`config.mk`:
```
export PLATFORM = sky130hd
export DESIGN_NAME = pic_cmd_seq
export DESIGN_NICKNAME = d
export VERILOG_FILES = /design/src/rtl/pic_seq_pkg.sv /design/src/rtl/pic_init_fsm.sv /design/src/rtl/pic_cmd_decode.sv /design/src/rtl/pic_read_port.sv /design/src/rtl/pic_cmd_seq.sv
export SDC_FILE = /design/constraint.sdc
export NUM_CORES = 1
export LEC_CHECK = 0
export ABC_CLOCK_PERIOD_IN_PS = 4500
export CAP_MARGIN = 20
export CORE_ASPECT_RATIO = 0.9
export CORE_MARGIN = 2
export CORE_UTILIZATION = 44
export CTS_CLUSTER_DIAMETER = 150
export DETAILED_ROUTE_END_ITERATION = 6
export PLACE_DENSITY = 0.9
export SYNTH_ARGS = -nofsm -noshare
export SYNTH_HDL_FRONTEND = slang
export SYNTH_SLANG_ARGS = --single-unit
```
`constraint.sdc`:
```
create_clock -name clk -period 4.5 [get_ports clk]
set_input_delay 0.9 -clock clk [delete_from_list [all_inputs] [get_ports clk]]
set_output_delay 0.9 -clock clk [all_outputs]
set_load 0.03 [all_outputs]
```
`src/rtl/pic_seq_pkg.sv`:
```
package pic_seq_pkg;
  localparam int BYTE_W = 8;
  localparam int LVL_W  = $clog2(BYTE_W);
  localparam int B_INIT = 4;
  localparam int B_KIND = 3;
  localparam int B_EOI  = 5;
  localparam int B_SPEC = 6;
  localparam int B_ROT  = 7;
  localparam int B_SNGL = 1;
  localparam int B_MODE = 0;

  typedef logic [BYTE_W-1:0] byte_t;
  localparam byte_t SEL_RESET = byte_t'(2);

  typedef enum logic [2:0] {
    ST_WAIT_INIT, ST_WAIT_VEC, ST_WAIT_CASC, ST_WAIT_MODE, ST_READY
  } seq_st_e;

  function automatic logic is_init(byte_t b);
    return b[B_INIT];
  endfunction

  function automatic logic is_eoi(byte_t b);
    return !b[B_INIT] && !b[B_KIND];
  endfunction

  function automatic logic is_sel(byte_t b);
    return !b[B_INIT] && b[B_KIND];
  endfunction

  function automatic logic eoi_ok(byte_t b);
    return b[B_EOI] && !b[B_ROT];
  endfunction

  function automatic byte_t lowest_one(byte_t v);
    byte_t r = '0;
    for (int i = BYTE_W - 1; i >= 0; i--)
      if (v[i]) r = byte_t'(1) << i;
    return r;
  endfunction

  function automatic byte_t eoi_clear(byte_t b, byte_t isr);
    return b[B_SPEC] ? (byte_t'(1) << b[LVL_W-1:0]) : lowest_one(isr);
  endfunction

  function automatic seq_st_e step_after_vec(byte_t init);
    if (!init[B_SNGL]) return ST_WAIT_CASC;
    if (init[B_MODE])  return ST_WAIT_MODE;
    return ST_READY;
  endfunction

  function automatic seq_st_e step_after_casc(byte_t init);
    return init[B_MODE] ? ST_WAIT_MODE : ST_READY;
  endfunction

  function automatic byte_t read_pick(byte_t sel, byte_t irr, byte_t isr);
    case (sel[1:0])
      2'b10:   return irr;
      2'b11:   return isr;
      default: return '0;
    endcase
  endfunction
endpackage

```
`src/rtl/pic_init_fsm.sv`:
```
module pic_init_fsm
  import pic_seq_pkg::*;
(
  input  logic    clk,
  input  logic    rst_n,
  input  logic    init_wr,
  input  logic    dat_wr,
  input  byte_t   wdata,
  output seq_st_e state,
  output byte_t   init_cfg,
  output byte_t   vec_base,
  output byte_t   casc_cfg,
  output byte_t   mode_cfg
);
  always_ff @(posedge clk) begin
    if (!rst_n) begin
      state    <= ST_WAIT_INIT;
      init_cfg <= '0;
      vec_base <= '0;
      casc_cfg <= '0;
      mode_cfg <= '0;
    end else if (init_wr) begin
      init_cfg <= wdata;
      state    <= ST_WAIT_VEC;
    end else if (dat_wr) begin
      case (state)
        ST_WAIT_VEC: begin
          vec_base <= wdata;
          state    <= step_after_vec(init_cfg);
        end
        ST_WAIT_CASC: begin
          casc_cfg <= wdata;
          state    <= step_after_casc(init_cfg);
        end
        ST_WAIT_MODE: begin
          mode_cfg <= wdata;
          state    <= ST_READY;
        end
        default: ;
      endcase
    end
  end


  init_restart_chk: assert property (@(posedge clk) disable iff (!rst_n)
    init_wr |=> state == ST_WAIT_VEC);


  mode_to_ready_chk: assert property (@(posedge clk) disable iff (!rst_n)
    (state == ST_WAIT_MODE && dat_wr && !init_wr) |=> state == ST_READY);
endmodule

```
`src/rtl/pic_cmd_decode.sv`:
```
module pic_cmd_decode
  import pic_seq_pkg::*;
(
  input  logic  clk,
  input  logic  rst_n,
  input  logic  cmd_wr,
  input  byte_t wdata,
  input  logic  ready,
  input  byte_t isr_in,
  output logic  init_hit,
  output logic  bad_cmd,
  output byte_t isr_clr,
  output byte_t rd_sel
);
  logic eoi_hit, sel_hit, eoi_go;

  assign init_hit = cmd_wr && is_init(wdata);
  assign eoi_hit  = cmd_wr && ready && is_eoi(wdata);
  assign sel_hit  = cmd_wr && ready && is_sel(wdata);
  assign eoi_go   = eoi_hit && eoi_ok(wdata);
  assign bad_cmd  = cmd_wr && !is_init(wdata) &&
                    (!ready || (eoi_hit && !eoi_ok(wdata)));

  always_ff @(posedge clk) begin
    if (!rst_n) begin
      isr_clr <= '0;
      rd_sel  <= SEL_RESET;
    end else begin
      isr_clr <= eoi_go ? eoi_clear(wdata, isr_in) : '0;
      if (sel_hit) rd_sel <= wdata;
    end
  end


  clr_onehot_chk: assert property (@(posedge clk) disable iff (!rst_n)
    $onehot0(isr_clr));


  clr_single_cycle_chk: assert property (@(posedge clk) disable iff (!rst_n)
    (isr_clr != '0 && !cmd_wr) |=> isr_clr == '0);


  sel_change_chk: assert property (@(posedge clk) disable iff (!rst_n)
    !$stable(rd_sel) |-> $past(cmd_wr && ready));
endmodule

```
`src/rtl/pic_read_port.sv`:
```
module pic_read_port
  import pic_seq_pkg::*;
(
  input  logic  clk,
  input  logic  rst_n,
  input  logic  cmd_rd,
  input  logic  dat_rd,
  input  byte_t rd_sel,
  input  byte_t irr_in,
  input  byte_t isr_in,
  input  byte_t mask,
  output byte_t cmd_rdata,
  output byte_t dat_rdata
);
  always_ff @(posedge clk) begin
    if (!rst_n) begin
      cmd_rdata <= '0;
      dat_rdata <= '0;
    end else begin
      if (cmd_rd) cmd_rdata <= read_pick(rd_sel, irr_in, isr_in);
      if (dat_rd) dat_rdata <= mask;
    end
  end


  dat_hold_chk: assert property (@(posedge clk) disable iff (!rst_n)
    !dat_rd |=> $stable(dat_rdata));
endmodule

```
`src/rtl/pic_cmd_seq.sv`:
```
module pic_cmd_seq
  import pic_seq_pkg::*;
(
  input  logic       clk,
  input  logic       rst_n,
  input  logic       cmd_wr,
  input  logic       cmd_rd,
  input  logic [7:0] cmd_wdata,
  output logic [7:0] cmd_rdata,
  input  logic       dat_wr,
  input  logic       dat_rd,
  input  logic [7:0] dat_wdata,
  output logic [7:0] dat_rdata,
  input  logic [7:0] irr_in,
  input  logic [7:0] isr_in,
  output logic [7:0] isr_clr,
  output logic [7:0] irq_mask,
  output logic [7:0] vec_base,
  output logic [7:0] casc_cfg,
  output logic [7:0] mode_cfg,
  output logic [7:0] init_cfg,
  output logic       cfg_ready,
  output logic       cfg_err
);
  seq_st_e state;
  logic    dat_wr_eff, init_hit, bad_cmd;
  byte_t   rd_sel;

  assign dat_wr_eff = dat_wr && !cmd_wr;
  assign cfg_ready  = (state == ST_READY);

  pic_init_fsm u_fsm (
    .clk(clk), .rst_n(rst_n), .init_wr(init_hit), .dat_wr(dat_wr_eff),
    .wdata(dat_wr_eff ? dat_wdata : cmd_wdata), .state(state),
    .init_cfg(init_cfg), .vec_base(vec_base), .casc_cfg(casc_cfg),
    .mode_cfg(mode_cfg)
  );

  pic_cmd_decode u_dec (
    .clk(clk), .rst_n(rst_n), .cmd_wr(cmd_wr), .wdata(cmd_wdata),
    .ready(cfg_ready), .isr_in(isr_in), .init_hit(init_hit),
    .bad_cmd(bad_cmd), .isr_clr(isr_clr), .rd_sel(rd_sel)
  );

  pic_read_port u_rd (
    .clk(clk), .rst_n(rst_n), .cmd_rd(cmd_rd), .dat_rd(dat_rd),
    .rd_sel(rd_sel), .irr_in(irr_in), .isr_in(isr_in), .mask(irq_mask),
    .cmd_rdata(cmd_rdata), .dat_rdata(dat_rdata)
  );

  always_ff @(posedge clk) begin
    if (!rst_n) begin
      irq_mask <= '0;
      cfg_err  <= 1'b0;
    end else begin
      if (cfg_ready && dat_wr_eff) irq_mask <= dat_wdata;
      if (init_hit)     cfg_err <= 1'b0;
      else if (bad_cmd) cfg_err <= 1'b1;
    end
  end


  mask_load_chk: assert property (@(posedge clk) disable iff (!rst_n)
    (cfg_ready && dat_wr && !cmd_wr) |=> irq_mask == $past(dat_wdata));


  err_cause_chk: assert property (@(posedge clk) disable iff (!rst_n)
    $rose(cfg_err) |-> $past(cmd_wr));


  mask_guard_chk: assert property (@(posedge clk) disable iff (!rst_n)
    cmd_wr |=> $stable(irq_mask));
endmodule

```
# Word-level counts from Yosys, hierarchy flattened
# Cells that the tools add are included.
# Widths: inputs -> output; s select.
word_totals:
  reg_bits: 70
  in_bits: 38
  elab_cells: 81
classes:
  eq_ne: 6
  n_shift: 1
  muxes: 30
  bitwise_logic: 2
  reduce_logical: 30
ops:
  columns: ["op", "n"]
  rows:
  - ["$mux 8", 10]
  - ["$pmux 8 s2", 1]
  - ["$mux 3", 5]
  - ["$logic_and 1x1->1", 13]
  - ["$mux 1", 13]
  - ["$pmux 3 s3", 1]
  - ["$reduce_and 3->1", 3]
  - ["$shl 1x3->8 const A", 1]
  - ["$eq 3x2->1 const B", 2]
  - ["$logic_not 1->1", 6]
  - ["$reduce_and 2->1", 3]
  - ["$eq 2x2->1 const B", 2]
  - ["$reduce_bool 4->1", 1]
  - ["$eq 3x1->1 const B", 1]
  - ["$eq 3x3->1 const B", 1]
  - ["$reduce_bool 3->1", 1]
  - ["$not 1->1", 2]
  - ["$reduce_bool 2->1", 1]
  - ["$reduce_or 2->1", 1]
  - ["$logic_or 1x1->1", 1]

# Depth between registers and ports, before layout
# Gate-level depths: netlist of run 1.
depth:
  depth_word: 15
  mapped_depth: 6

# Hierarchy
# A second synthesis of run 1 with hierarchy kept.
unflattened:
  cells_unflattened: 307
  hier_area_um2: 3211.8
modules_own_cells:
  columns: ["mod", "instances", "cells_each", "area_per_inst_um2", "seq_area_each_um2"]
  rows:
  - ["pic_init_fsm", 1, 134, 1392.6, 700.7]
  - ["pic_cmd_decode", 1, 69, 684.4, 320.3]
  - ["pic_read_port", 1, 53, 638.1, 320.3]
  - ["pic_cmd_seq", 1, 51, 496.7, 180.2]

# Worst setup path before layout of run 1
# No wires, ideal clock.
synth_timing:
  path_type: "input -> register"
  from: "in cmd_wr"
  to: "reg irq_mask[0]"
  setup_ns: 0.128
  arrival_time_ns: 1.957
  slack_ns: 2.416
  path_stages: 6
  n_path_buf: 2
  path_cell_list: "nand2b_4 buf_6 or4b_1 buf_6 mux2i_1 nor2_1"
synth_via:
  elab_chain_len: 3
synth_rtl:
  columns: ["item", "line", "source"]
  rows:
  - ["from (decl)", "pic_cmd_seq.sv:6", "input logic cmd_wr,"]
  - ["$logic_not 1->1", "pic_cmd_seq.sv:29", "assign dat_wr_eff = dat_wr && !cmd_wr;"]
  - ["$logic_and 1x1->1", "pic_cmd_seq.sv:29", null]
  - ["$logic_and 1x1->1", "pic_cmd_seq.sv:56", "if (cfg_ready && dat_wr_eff) irq_mask <= dat_wdata;"]
  - ["to (signal assigned)", "pic_cmd_seq.sv:56", null]
  - ["to (decl)", "pic_cmd_seq.sv:17", "output logic [7:0] irq_mask,"]
# No other way between the ends.
# A chain may end at the register's enable or synchronous reset.

# Worst setup path in the final report of run 1
layout_timing:
  from: "reg u_fsm.state[2]"
  to: "out cfg_ready"
layout_via:
  elab_chain_len: 1
layout_rtl:
  columns: ["item", "line", "source"]
  rows:
  - ["from (decl)", "pic_init_fsm.sv:9", "output seq_st_e state,"]
  - ["from (signal assigned)", "pic_init_fsm.sv:29", "state <= step_after_vec(init_cfg);"]
  - ["from (signal assigned)", "pic_init_fsm.sv:33", "state <= step_after_casc(init_cfg);"]
  - ["$eq 3x3->1", "pic_cmd_seq.sv:30", "assign cfg_ready = (state == ST_READY);"]
  - ["to (decl)", "pic_cmd_seq.sv:22", "output logic cfg_ready,"]
# No other way between the ends.

==> metrics.log, run 1 <==
INFO  metric final_antenna_net_count = 0
INFO  metric instances_no_fill = 489
INFO  metric cts_resized = 0
INFO  metric fin_hold_ws = ~0.46 ns
INFO  metric final_critical_path_setup_slack = 1.49 ns
INFO  metric p_leak = approximately 1.5 nW
INFO  metric numPlacedInstances = ~470
INFO  metric synthesis.instances = between 300 and 400
INFO  metric floorplan.die.width = a little under 90 um
INFO  metric vias_in_the_first_global_route = 2,490
INFO  metric ioPinCount = roughly 100
INFO  metric mappedNetlistNets = 340
INFO  metric synth_top_cell_area_share = between 50% and 60%
INFO  metric grt_antenna_before_repair = 0
INFO  metric post_drt_via_cell_ratio = a little over 5
INFO  metric post_synthesis_mean_instance_area = 9.28 um^2
INFO  metric synth-warning-count = 0
INFO  metric cp_slowest_cell = clkdlybuf4s50_1
INFO  metric pin_count_of_the_biggest_net_entering_global_routing = 31
INFO  metric first_pass_grt_wire_length = 12.1 mm
INFO  metric clk_root_buffer_cell = clkbuf_8
INFO  metric groute.usage.overall = 22.4%
INFO  metric setup_tns = 0 ns
INFO  metric peak_freq = between 300 and 400 MHz
INFO  metric powerDensity = 314 nW/um^2
INFO  metric maxCapViolations = 0
INFO  metric run_status = finished clean
INFO  metric clk_latency = between 0.3 and 0.4 ns
INFO  metric pre_cts_slack = between 1.5 and 2 ns
INFO  metric wire_length_per_cell = 15.5 um
INFO  metric place.gp.congestion = 0.814
INFO  metric path_class = flip-flop to output pin
INFO  metric slowest_delay = approximately 0.73 ns
INFO  metric report.final.hold_viol_count = 0
INFO  metric clk_pin_slew = ~0.070 ns
INFO  metric synth.ff_latch_count = 70
INFO  metric clock_tree_from_tritoncts = done
INFO  metric numCtsBuffers = 9
INFO  metric peakVddDrop = ~0.23 mV
INFO  metric cts.path.max_buffers = 2
INFO  metric slew_viol_final = 0
INFO  metric design_power_total = 1.26 mW
INFO  metric timing.critical_path.buf_inv = 1
INFO  metric clock_tree.htree_level_count = 3
INFO  metric setup.worst_path.end_class = output pin
INFO  metric first_pass_drt_iterations = 5
INFO  metric fin_worst_skew = slightly above 0.008 ns
INFO  metric final_layout_size_suffix_gt1_share = under 10%
INFO  metric io_buffers = around 100
INFO  metric initial_utilization = a little under half
INFO  metric global_route.overflow_total = 0
INFO  metric route.detailed.drc = 0
INFO  metric flow.area_growth_from_synthesis = 43.4%
INFO  metric cts.sinks = 70
INFO  metric category_of_the_worst_setup_path_launch_point = flip-flop
INFO  metric arrival = approximately 2.1 ns
INFO  metric placement_rows = 27
INFO  metric cts.repair_timing.setup_buffer_count = 0
INFO  metric min_period = ~3.0 ns
INFO  metric critical_path_data_required_time = ~3.6 ns
INFO  metric path_cells = nor3b_2, clkdlybuf4s50_1
INFO  metric worst-slew-pin-transition = between 0.8 and 0.9 ns
INFO  metric netlist_top_cells_area = dfxtp_1, mux2i_1, nor2_1
INFO  metric post_route_fraction_of_the_period_consumed_by_the_critical_path = around two thirds
INFO  metric synth.yosys.seq_area_share = 50.0%
INFO  metric cts_hold_buf = 0
INFO  metric critPathMaxFanout = 10
INFO  metric synth_top_flop_cell = dfxtp_1
INFO  metric timing.hold.worst.class = flip-flop to flip-flop
INFO  metric final_nets = approximately 440
INFO  metric drt-total-wl = 7.58 mm
INFO  metric grt_setup_unrepaired = no
INFO  metric postLayoutCellArea = ~4000 um^2
INFO  metric route.vias.total = 2,537
INFO  metric detailed_place.area = approximately 3800 um^2
INFO  metric setup_viol_count_final = 0
INFO  metric netlist-cell-type-count = 33
INFO  metric finalCoreUtilization = 65.4%
INFO  metric die_area = 7020 um^2
INFO  metric reg2reg_setup_slack = about 2.6 ns
INFO  metric design.core.area = approximately 6100 um^2
INFO  metric die_height = about 80 um
INFO  metric synth_async_sr_flop_share = 0%
INFO  metric drtIter0Drc = roughly 230
INFO  metric hpwlAfterDp = 5.65 mm
INFO  metric num_antenna_cells = 0
INFO  metric post_synth_instance_area = roughly 2800 um^2
INFO  metric max-slew-margin-rel = 42.9%
INFO  metric synth-edff-count = 0
INFO  metric critical_path.top_delay_family = buffers and inverters
INFO  metric yosysTopAreaCell = dfxtp_1
-- metal layers --
layer / GRT usage, % / part of all wire, %
met4: 11.1 / 3.6
met3: 6.41 / 7.4
met5: 0 / 0
met1: 29.5 / 43
met2: 33.3 / 46
-- tightest hold or removal path: stages, from the launching register on --
cell and delay [ns]:
dfxtp_1 0.31, nand2_1 0.05, a21oi_1 0.05
-- flip-flops by register name, indices dropped and copies added (netlist names) --
register,count
cfg_err,1
irq_mask,8
u_dec.isr_clr,8
u_dec.rd_sel,2
u_fsm.casc_cfg,8
u_fsm.init_cfg,8
u_fsm.mode_cfg,8
u_fsm.state,3
u_fsm.vec_base,8
u_rd.cmd_rdata,8
u_rd.dat_rdata,8
-- power breakdown --
| part | switching, mW | internal, mW | total [mW] |
|---|---|---|---|
| clock | 0.222 | 0.255 | 0.477 |
| combinational | 0.0798 | 0.0664 | 0.146 |
| sequential | 0.00829 | 0.630 | 0.639 |
| total | 0.310 | 0.952 | 1.26 |
-- cell families after synthesis --
kind of cell	synth area share [%]
mux	12.2
buf+inv	4.69
flops	50.0
compound gates	12.6
simple gates	20.5
-- cells in the final DEF, fill, tap and decap left out, drive strengths merged, types with 4 or more instances in the layout --
master and count:
a21oi 24, clkbuf 12, nor2b 4, nor2 72, nand2 20, dfxtp 70, inv 5, mux2i 33
a211oi 25, clkdlybuf4s50 103
-- final timing paths --
check / depth (start not counted) / to / from
worst max register to register: 4 / u_fsm.casc_cfg[0] / u_fsm.state[1]
worst min register to register: 2 / u_fsm.init_cfg[6] / u_fsm.init_cfg[6]
worst max-delay path: 2 / cfg_ready / u_fsm.state[2]
worst min-delay path: 2 / u_fsm.init_cfg[6] / u_fsm.init_cfg[6]
-- final cells by class --
class	instances	area, um^2
fill	509	2130
sequential	70	1400
multi-input combinational	207	1270
timing repair buffer	104	1040
clock buffer	12	135
tap	87	109
clock inverter	4	47.5
inverter	5	18.8
-- cell usage after synthesis (4+ instances only) --
cell type and n:
clkbuf_1 8, mux2i_1 33, a211oi_1 25, nor2b_1 4, nand2_1 20, inv_1 5, nor2_1 72, dfxtp_1 70
a21oi_1 24
Power figures use the tool's default switching activity.
==> inputs of run 2 (changes only) <==
ABC_CLOCK_PERIOD_IN_PS = 2850   (was 4500)
clock period = 2.85 ns   (was 4.5 ns; I/O delays follow)
==> run 2 against run 1 <==
Sequential cell count unchanged. First-iteration DRC count down 19%. Clock skew about the same. Utilization up 0.77 points. Non-clock buffer count up 2. Critical endpoint unchanged.
==> metrics.log, run 2 (synthesis results as in run 1) <==
INFO  metric layout.cells.most_common_list = clkdlybuf4s50_1, nor2_1, dfxtp_1 (unchanged)
INFO  metric ioPinCount = 104 (unchanged)
INFO  metric peak_freq = 375 MHz
INFO  metric min_period = between 2 and 3 ns
INFO  metric category_of_the_worst_setup_path_launch_point = flip-flop (unchanged)
INFO  metric initial_utilization = 45.6% (unchanged)
INFO  metric drtIter0Drc = 182 (was 226)
INFO  metric critical_path_data_required_time = 2.28 ns (was 3.60 ns)
INFO  metric rr_worst_depth = 4 (unchanged)
INFO  metric cts_resized = 0 (unchanged)
INFO  metric numCtsBuffers = 9 (unchanged)
INFO  metric groute.usage.overall = 23.2% (was 22.4%)
INFO  metric fin_worst_skew = 0.00800 ns (was 0.00811 ns)
INFO  metric flow.area_growth_from_synthesis = 45.1% (was 43.4%)
INFO  metric clk_pin_slew = 0.07 ns (about the same)
INFO  metric pin_count_of_the_biggest_net_entering_global_routing = 58 (was 31)
INFO  metric seq_power_share = 47.6% (was 50.6%)
INFO  metric critPathMaxFanout = 10 (unchanged)
INFO  metric grt_antenna_before_repair = 0 (unchanged)
INFO  metric layout_commonest_cell = clkdlybuf4s50_1 (unchanged)
INFO  metric path_class = flip-flop to output pin (unchanged)
INFO  metric first_pass_drt_iterations = 4 (was 5)
INFO  metric wire_length_per_cell = 16.1 um (was 15.5 um)
INFO  metric design.core.area = 6150 um^2 (unchanged)
INFO  metric die_height = 79.7 um (unchanged)
INFO  metric final_antenna_net_count = 0 (unchanged)
INFO  metric timing.hold.worst.class = flip-flop to flip-flop (unchanged)
INFO  metric clock_tree.htree_level_count = 3 (unchanged)
INFO  metric cts_hold_buf = 0 (unchanged)
INFO  metric slew_viol_final = 0 (unchanged)
INFO  metric report.final.hold_viol_count = 0 (unchanged)
INFO  metric powerDensity = 520 nW/um^2 (was 314 nW/um^2)
INFO  metric hold-path-cell-count = 2 (unchanged)
INFO  metric io_buffers = 103 (unchanged)
INFO  metric worst-slew-pin-transition = 0.777 ns (was 0.856 ns)
INFO  metric share_comb_of_total_power = 11.0% (was 11.6%)
INFO  metric final_layout_size_suffix_gt1_share = 5.69% (was 4.98%)
INFO  metric first_pass_grt_wire_length = 12.3 mm (was 12.1 mm)
INFO  metric arrival = 2.10 ns (was 2.11 ns)
INFO  metric place.gp.congestion = 0.826 (was 0.814)
INFO  metric setup_tns = 0 ns (unchanged)
INFO  metric p_leak = 1.51 nW (was 1.48 nW)
INFO  metric route.vias.total = 2,531 (was 2,537)
INFO  metric placement_rows = 27 (unchanged)
INFO  metric fin_hold_ws = 0.458 ns (was 0.461 ns)
INFO  metric pre_cts_slack = 0.334 ns (was 1.67 ns)
INFO  metric setup.worst_path.end_class = output pin (unchanged)
INFO  metric global_route.overflow_total = 0 (unchanged)
INFO  metric internal_power = 1.61 mW (was 952 uW)
INFO  metric hpwlAfterDp = 5.84 mm (was 5.65 mm)
INFO  metric cts.sinks = 70 (unchanged)
INFO  metric clock_power_share = 41.4% (was 37.8%)
INFO  metric clk_root_buffer_cell = clkbuf_8 (unchanged)
INFO  metric drt-total-wl = 7.90 mm (was 7.58 mm)
INFO  metric cts.path.max_buffers = 2 (unchanged)
INFO  metric maxCapViolations = 0 (unchanged)
INFO  metric setup_viol_count_final = 0 (unchanged)
INFO  metric vias_in_the_first_global_route = 2,480 (was 2,490)
INFO  metric post_route_fraction_of_the_period_consumed_by_the_critical_path = 93.6%
INFO  metric swShare = 23.7% (was 24.6%)
INFO  metric final_nets = 437 (was 435)
INFO  metric peakVddDrop = 0.389 mV (was 0.228 mV)
INFO  metric post_drt_via_cell_ratio = 5.15 (was 5.19)
INFO  metric clk_latency = 0.35 ns (was 0.34 ns)
INFO  metric cts.repair_timing.setup_buffer_count = 0 (unchanged)
INFO  metric postLayoutCellArea = 4070 um^2 (was 4020 um^2)
INFO  metric num_antenna_cells = 0 (unchanged)
INFO  metric die_area = 7020 um^2 (unchanged)
INFO  metric netSwitchingPower = 502 uW (was 310 uW)
INFO  metric grt_setup_unrepaired = no (unchanged)
INFO  metric detailed_place.area = 3850 um^2 (was 3840 um^2)
INFO  metric reg2reg_setup_slack = 0.92 ns (was 2.57 ns)
INFO  metric max-slew-margin-rel = 48.0% (was 42.9%)
INFO  metric route.detailed.drc = 0 (unchanged)
INFO  metric clock_tree_from_tritoncts = done (unchanged)
INFO  metric final_critical_path_setup_slack = 0.183 ns (was 1.49 ns)
INFO  metric run_status = finished clean (unchanged)
INFO  metric floorplan.die.width = 88.1 um (unchanged)
-- run 2: cell types whose count changed in the layout (fill, tap and decap cells not counted) --
cell,delta
buf_4,+2
clkbuf_8,+1
clkbuf_1,-1
bufinv_16,+1
clkinvlp_4,-1
-- run 2: metal layers --
metal | vias up | share of wire (%) | global-route usage [%]
met3 | 21 | 6.6 | 7.55
li1 | 1242 | - | -
met5 | - | 0 | 0
met1 | 1173 | 41 | 28.0
met2 | 95 | 50 | 38.3
met4 | 0 | 2.7 | 8.94
-- run 2: final timing paths --
kind / start / end
max: u_fsm.state[2] / cfg_ready
min: u_fsm.init_cfg[7] / u_fsm.init_cfg[7]
max reg2reg: u_fsm.state[1] / u_fsm.mode_cfg[2]
min reg2reg: u_fsm.init_cfg[7] / u_fsm.init_cfg[7]
-- run 2: power groups by stage --
stage,sequential [mW],clock (mW),combinational [mW]
after global placement,1.03,0,0.225
final,1.01,0.876,0.233
after detailed placement,1.03,0,0.230
after CTS,1.01,0.885,0.232
after global routing,1.01,0.928,0.249
after floorplan,1.06,0,0.0875
-- run 2: area by class of cell --
type / instances / area (um^2)
Multi-Input combinational cell: 207 / 1270
Sequential cell: 70 / 1400
Inverter: 5 / 18.8
Timing Repair Buffer: 106 / 1050
Tap cell: 87 / 109
Fill cell: 508 / 2080
Clock buffer: 12 / 145
Clock inverter: 4 / 70.1
-- run 2: stage by stage --
step / util [%] / power (mW) / instances
floorplan: - / 1.15 / 302
detailed placement: 62.7 / 1.26 / 475
global placement: 62.7 / 1.25 / 475
finish: 66.2 / 2.12 / 491
global route: 66.2 / 2.19 / 491
CTS: 66.2 / 2.13 / 491
-- run 2: worst max-delay path, stage by stage, from the launching register on --
cell and delay [ns]:
dfxtp_1 0.65, nor3b_2 0.37, clkdlybuf4s50_1 0.72
==> inputs of run 3 (changes only) <==
GPL_ROUTABILITY_DRIVEN = 0   (was unset)
==> results of run 3 <==
Same layout as run 2: the final DEF is identical, and so are final timing and power.
